$ cat config.mk
export PLATFORM = sky130hd
export DESIGN_NAME = char_row_vtiming
export DESIGN_NICKNAME = d
export VERILOG_FILES = /design/src/rtl/crv_pkg.sv /design/src/rtl/crv_sync_detect.sv /design/src/rtl/crv_start_delay.sv /design/src/rtl/crv_row_scan.sv /design/src/rtl/char_row_vtiming.sv
export SDC_FILE = /design/constraint.sdc
export NUM_CORES = 1
export LEC_CHECK = 0
export BUFFER_PORTS_ARGS = -buffer_cell sky130_fd_sc_hd__buf_2
export CORE_ASPECT_RATIO = 0.8
export CORE_UTILIZATION = 55
export CTS_BUF_LIST = sky130_fd_sc_hd__clkbuf_8 sky130_fd_sc_hd__clkbuf_16
export DETAILED_ROUTE_END_ITERATION = 10
export GPL_ROUTABILITY_DRIVEN = 0
export PLACE_DENSITY = 0.84
export SETUP_SLACK_MARGIN = 0.05
export SLEW_MARGIN = 20
export SYNTH_ARGS = -nofsm -noshare
export SYNTH_HDL_FRONTEND = slang
export SYNTH_SLANG_ARGS = --single-unit
$ cat constraint.sdc
create_clock -name clk -period 11 [get_ports clk]
set_input_delay 1.65 -clock clk [delete_from_list [all_inputs] [get_ports clk]]
set_output_delay 1.65 -clock clk [all_outputs]
set_load 0.02 [all_outputs]
$ cat src/rtl/crv_pkg.sv
package crv_pkg;
    // Fixed font geometry: the stored glyph is 16 lines tall.
    localparam int FONT_LINES = 16;
    localparam int FONT_W     = 4;

    // Number of lines the start counter skips for a delay code v:
    // four per step. The extra line comes from the strobe that starts display.
    function automatic int lead_lines(input int v);
        return 4 * v;
    endfunction
endpackage

$ cat src/rtl/crv_sync_detect.sv
module crv_sync_detect (
    input  logic clk,
    input  logic rst,
    input  logic vs_in,
    input  logic vs_pol,
    output logic vs_edge
);
    logic lvl;
    logic lvl_q;

    // Normalise the sync to "1 = asserted" before looking for the rise.
    assign lvl = vs_pol ? vs_in : ~vs_in;

    always_ff @(posedge clk) begin
        if (rst) lvl_q <= 1'b0;
        else     lvl_q <= lvl;
    end

    assign vs_edge = lvl & ~lvl_q;
endmodule

$ cat src/rtl/crv_start_delay.sv
module crv_start_delay #(
    parameter  int VD_W  = 8,
    localparam int CNT_W = VD_W + 2
) (
    input  logic            clk,
    input  logic            rst,
    input  logic            vs_edge,
    input  logic            line_stb,
    input  logic [VD_W-1:0] vdelay,
    output logic            start
);
    import crv_pkg::*;

    logic             armed;
    logic [CNT_W-1:0] seen;
    logic [CNT_W-1:0] target;

    assign target = CNT_W'(lead_lines(int'(vdelay)));
    assign start  = armed & line_stb & ~vs_edge & (seen == target);

    always_ff @(posedge clk) begin
        if (rst) begin
            armed <= 1'b0;
            seen  <= '0;
        end else if (vs_edge) begin
            armed <= 1'b1;
            seen  <= '0;
        end else if (start) begin
            armed <= 1'b0;
        end else if (armed && line_stb) begin
            seen <= seen + 1'b1;
        end
    end


    wait_no_start_chk: assert property (@(posedge clk) disable iff (rst)
        (vs_edge) |=> (armed && seen == '0))
        else $error("start counter not rearmed by sync edge");
endmodule

$ cat src/rtl/crv_row_scan.sv
module crv_row_scan #(
    parameter  int ROWS  = 10,
    parameter  int CH_W  = 6,
    localparam int ROW_W = $clog2(ROWS),
    localparam int LIR_W = CH_W + 1
) (
    input  logic             clk,
    input  logic             rst,
    input  logic             vs_edge,
    input  logic             start,
    input  logic             line_stb,
    input  logic [CH_W-1:0]  char_height,
    input  logic [ROWS-1:0]  row_dbl,
    output logic             row_active,
    output logic [ROW_W-1:0] mem_row,
    output logic [3:0]       font_line
);
    import crv_pkg::*;

    typedef struct packed {
        logic             active;
        logic [ROW_W-1:0] row;
        logic [LIR_W-1:0] lir;
        logic [LIR_W-1:0] rem;
        logic [FONT_W-1:0] font;
    } scan_t;

    scan_t            cur;
    scan_t            nxt;
    logic             dbl_now;
    logic [LIR_W-1:0] eff_h;
    logic [LIR_W:0]   sum;
    logic             bump;
    logic             row_end;
    logic             last_row;

    always_comb begin
        dbl_now  = (int'(cur.row) < ROWS) ? row_dbl[cur.row] : 1'b0;
        eff_h    = dbl_now ? {char_height, 1'b0} : {1'b0, char_height};
        sum      = {1'b0, cur.rem} + (LIR_W+1)'(FONT_LINES);
        bump     = sum >= {1'b0, eff_h};
        row_end  = cur.lir == (eff_h - 1'b1);
        last_row = cur.row == ROW_W'(ROWS - 1);

        nxt = cur;
        if (vs_edge) begin
            nxt = '0;
        end else if (start) begin
            nxt        = '0;
            nxt.active = 1'b1;
        end else if (cur.active && line_stb) begin
            if (row_end) begin
                nxt.lir  = '0;
                nxt.rem  = '0;
                nxt.font = '0;
                if (last_row) begin
                    nxt.active = 1'b0;
                    nxt.row    = '0;
                end else begin
                    nxt.row = cur.row + 1'b1;
                end
            end else begin
                nxt.lir = cur.lir + 1'b1;
                if (bump) begin
                    nxt.font = cur.font + 1'b1;
                    nxt.rem  = LIR_W'(sum - {1'b0, eff_h});
                end else begin
                    nxt.rem = LIR_W'(sum);
                end
            end
        end
    end

    always_ff @(posedge clk) begin
        if (rst) cur <= '0;
        else     cur <= nxt;
    end

    assign row_active = cur.active;
    assign mem_row    = cur.row;
    assign font_line  = cur.font;


    hold_between_lines_chk: assert property (@(posedge clk) disable iff (rst)
        (!line_stb && !vs_edge) |=> ($stable(row_active) && $stable(mem_row) && $stable(font_line)))
        else $error("outputs moved without a line strobe");


    restart_clears_chk: assert property (@(posedge clk) disable iff (rst)
        vs_edge |=> (!row_active && mem_row == '0 && font_line == '0))
        else $error("sync edge did not clear the scan");


    font_step_chk: assert property (@(posedge clk) disable iff (rst)
        (row_active && line_stb && !vs_edge) |=>
            (!row_active || mem_row != $past(mem_row) ||
             font_line == $past(font_line) || font_line == $past(font_line) + 1'b1))
        else $error("font line skipped within a row");


    row_in_range_chk: assert property (@(posedge clk) disable iff (rst)
        row_active |-> (int'(mem_row) < ROWS))
        else $error("memory row past the last row");
endmodule

$ cat src/rtl/char_row_vtiming.sv
module char_row_vtiming #(
    parameter  int ROWS  = 10,
    parameter  int VD_W  = 8,
    parameter  int CH_W  = 6,
    localparam int ROW_W = $clog2(ROWS)
) (
    input  logic             clk,
    input  logic             rst,
    input  logic             line_stb,
    input  logic             vsync_in,
    input  logic             vsync_pol,
    input  logic [VD_W-1:0]  vdelay,
    input  logic [CH_W-1:0]  char_height,
    input  logic [ROWS-1:0]  row_dbl,
    output logic             row_active,
    output logic [ROW_W-1:0] mem_row,
    output logic [3:0]       font_line
);
    logic vs_edge;
    logic start;

    crv_sync_detect u_sync (
        .clk     (clk),
        .rst     (rst),
        .vs_in   (vsync_in),
        .vs_pol  (vsync_pol),
        .vs_edge (vs_edge)
    );

    crv_start_delay #(.VD_W(VD_W)) u_delay (
        .clk      (clk),
        .rst      (rst),
        .vs_edge  (vs_edge),
        .line_stb (line_stb),
        .vdelay   (vdelay),
        .start    (start)
    );

    crv_row_scan #(.ROWS(ROWS), .CH_W(CH_W)) u_scan (
        .clk         (clk),
        .rst         (rst),
        .vs_edge     (vs_edge),
        .start       (start),
        .line_stb    (line_stb),
        .char_height (char_height),
        .row_dbl     (row_dbl),
        .row_active  (row_active),
        .mem_row     (mem_row),
        .font_line   (font_line)
    );


    display_entry_chk: assert property (@(posedge clk) disable iff (rst)
        $rose(row_active) |-> ($past(line_stb) && mem_row == '0 && font_line == '0))
        else $error("display began off a line strobe or not at row 0");
endmodule

==> summary by stage <==
Synth
The Yosys step of the flow raised 0 warnings. In the synthesized netlist, the cells that appear most often are sky130_fd_sc_hd__dfxtp_1, sky130_fd_sc_hd__nand2_1, sky130_fd_sc_hd__nor2_1. In the synthesized netlist the async set-or-reset flop fraction comes to 0%. Among all cell types in the netlist, the one instantiated most often is sky130_fd_sc_hd__dfxtp_1.

The synthesized design contains 35 register bits. After synthesis, the largest area contributor takes up 24.8% of total cell area. Summing every instance area after synthesis gives 2820 sq um. In this run, synthesis inferred 0 flip-flops with an integrated enable. Ranked by total cell area, the synthesized netlist is headed by sky130_fd_sc_hd__dfxtp_1, sky130_fd_sc_hd__xor2_1, sky130_fd_sc_hd__ha_1. The cell count after synthesis came out at between 300 and 400. The number of distinct library cells after synthesis is 68. After synthesis, the mean cell area works out to roughly 8.3 sq um. The fraction of the yosys area taken by sequential cells is between 20 and 25%.

The biggest area contributor in the post-synthesis netlist is sky130_fd_sc_hd__dfxtp_1. The net count of the mapped netlist is 384. The most frequently used flop master after synthesis is sky130_fd_sc_hd__dfxtp_1.

Timing
The achievable frequency is ~170 MHz. The post-route fraction of the period consumed by the critical path is a little over half. In the post-route analysis, the smallest setup slack over all paths is between 5 and 6 ns. The minimum hold slack is around 0.48 ns. The smallest clock period supported by the final layout is computed as just under 6 ns. Setup repair after global routing left no endpoint under its margin. The sum of negative setup slack is 0 ns. The max-slew violation count is 0. The slew at the pin closest to its max-slew limit is approximately 1 ns.

Clock skew on the completed layout was measured at between 0.008 and 0.009 ns. The hold violation total from the final report is 0. Headroom to the max-slew limit came out at about a third. Setup violations remaining at the end of the flow were counted as 0.

Finish
The final net count is around 400. The area growth from synthesis to layout is 6.47%. After filler insertion, the fill cell instance count of the layout stands at about 420. The area of all placed cells without fillers is between 3000 and 4000 sq um. The number of antenna diodes in the final layout is 0. The post-route netlist has 17.3% of its cells at a drive strength greater than 1.

CTS
The maximum buffer depth of the clock tree is 2. The latest clock arrival within the worst-skew pair is about 0.29 ns. The clock tree root driver cell is sky130_fd_sc_hd__clkbuf_8. The clock slew seen by the registers of the worst setup and hold paths is about 0.070 ns. Clock tree synthesis inserted a total of 5 buffers. The H-tree generated during clock tree synthesis spans 2 levels. Once the clock tree was built, the resizer swapped 0 gates to a different size. Buffers added to address setup during post-CTS repair amount to 0.

The number of sinks on the clock net is 35. The TritonCTS clock tree is yes. The count of hold-fix buffers inserted at cts is 0.

Route
The routed layout has 2,564 vias. The length of the first detailed-routing pass in iterations is 4. The count of nets left with antenna violations once routing finished came out at 0.

The total DRC errors in the routed layout is 0. After detailed routing, the average wire length per cell comes to 14.0 microns. The routed via count divided by cell count is 6.05.

The violation count after the first detailed-routing iteration is 179. Wires add up to a little under 6000 microns.

Die
The I/O pin count is 38. The floorplan step defined a die boundary enclosing around 5400 sq um. After floorplanning, the core was divided into 22 placement rows. From bottom edge to top edge, the die measures around 66 microns. The die is ~82 microns wide. The starting utilization of the core area is ~60%. The area of the core is 4760 sq um.

Placement
Before CTS, the worst setup slack after placement is between 4 and 5 ns. After detailed placement, the total cell area comes to 2910 sq um. The count of input and output buffers is 37.

The estimated wirelength of the detail-placed design is ~4500 microns.

Job
The total of max-cap violations is 0.

Pwr
Power spread over the standard cell area amounts to about 92 nW/um^2. The total power is around 0.00028 W. The reported leakage power is about 1.1 nW. VDD sags by at most between 0.07 and 0.08 mV.

Global routing
The maximum number of pins on one net before global-route repair is 23. The number of antenna violations at the first check in global routing is 0. The wire length of the first global-routing pass is roughly 10,000 microns. The via count of the first global-routing pass is 2,256. The overall routing resource usage is between 20% and 30%. The global-route congestion overflow total is 0.

Critical path
In this run the worst path has a maximum fanout of 22. The critical path data arrival time is between 6 and 7 ns. The type of the worst setup path is in -> reg.

STA puts the critical path data required time at roughly 11 ns. The endpoint type of the worst setup path is a register. The sort of element at the start of the critical path is a primary input.

Worst hold path
The type of the worst min-delay path is reg -> reg.

Outcome
The run finished with clean final reports.
==> final cells by class <==
cell class	count	area (sq um)	share of cell area, %
clock buffers	7	96.3	3.21
well taps	60	75.1	2.50
multi-input cells	265	1870	62.3
clock inverters	1	3.75	0.125
inverters	19	71.3	2.37
repair buffers	37	185	6.16
flip-flops and latches	35	701	23.3
==> report_power, final <==
part	total (W)	internal (W)	switching (W)
clock	0.0000998	0.0000562	0.0000437
sequential	0.000128	0.000128	0.000000622
combinational	0.0000493	0.0000204	0.0000290
==> worst max-delay path, stage by stage <==
cell	delay, ns
sky130_fd_sc_hd__buf_2	0.09
sky130_fd_sc_hd__mux4_2	0.50
sky130_fd_sc_hd__mux2_4	0.35
sky130_fd_sc_hd__a21oi_4	0.33
sky130_fd_sc_hd__mux2i_1	0.34
sky130_fd_sc_hd__ha_1	0.26
sky130_fd_sc_hd__nand2b_1	0.11
sky130_fd_sc_hd__or4_2	0.57
sky130_fd_sc_hd__a31oi_1	0.19
sky130_fd_sc_hd__a32o_1	0.18
sky130_fd_sc_hd__o211a_1	0.15
sky130_fd_sc_hd__o2111ai_2	0.50
sky130_fd_sc_hd__or4_1	0.66
sky130_fd_sc_hd__a21oi_1	0.15
==> through the flow <==
step           instances  utilization (%)
3_5_place_dp         416             61.0
3_3_place_gp         416             61.0
4_1_cts              424             63.1
6_report             424             63.1
2_1_floorplan        342                -
5_1_grt              424             63.1
==> layout by cell type (no fill, tap or decap), drive strengths merged, types with 12 or more instances in the layout <==
cell / netlist / final
buf: 14 / 37
dfxtp: 35 / 35
nand2: 32 / 32
nor2: 23 / 23
o21ai: 20 / 20
inv: 18 / 19
a21oi: 19 / 19
xor2: 18 / 18
xnor2: 16 / 16
ha: 12 / 12
==> sequential cells by signal, indices dropped and copies added, names as in the netlist <==
| signal | flops |
|---|---|
| u_scan.row_active | 1 |
| u_delay.armed | 1 |
| u_delay.seen | 10 |
| u_sync.lvl_q | 1 |
| u_scan.font_line | 4 |
| u_scan.cur | 14 |
| u_scan.mem_row | 4 |
==> layer usage <==
metal	vias up	share of wire (%)	GRT usage (%)
li1	1285	-	-
met1	1194	49	34.1
met2	79	43	37.3
met3	6	6.6	6.34
met4	0	0.59	3.95
met5	-	0	0
==> path summary, 6_finish.rpt <==
check / from / to / slack (ns) / cells past startpoint
setup / recovery: row_dbl[6] / u_scan.mem_row[1]$_SDFFE_PP0P_ / 5.18 / 14
hold / removal: u_scan.cur[6]$_SDFFE_PP0P_ / u_scan.cur[6]$_SDFFE_PP0P_ / 0.48 / 2
setup reg to reg: u_scan.mem_row[1]$_SDFFE_PP0P_ / u_scan.mem_row[1]$_SDFFE_PP0P_ / 6.00 / 13
hold reg to reg: u_scan.cur[6]$_SDFFE_PP0P_ / u_scan.cur[6]$_SDFFE_PP0P_ / 0.48 / 2
==> kinds of logic (layout without fill, tap and decap cells) <==
logic type	count (synthesis)	count (layout)	share of synthesized area, %
flip-flops	35	35	24.8
AND/OR/NAND/NOR	121	121	23.0
multiplexers	10	10	5.10
adder cells (fa/ha/maj)	14	14	6.38
buffers and inverters	42	64	8.82
XOR/XNOR	34	34	10.8
AO/OA/AOI/OAI	86	86	21.0
Note: power is estimated with default switching activity, not from simulation.
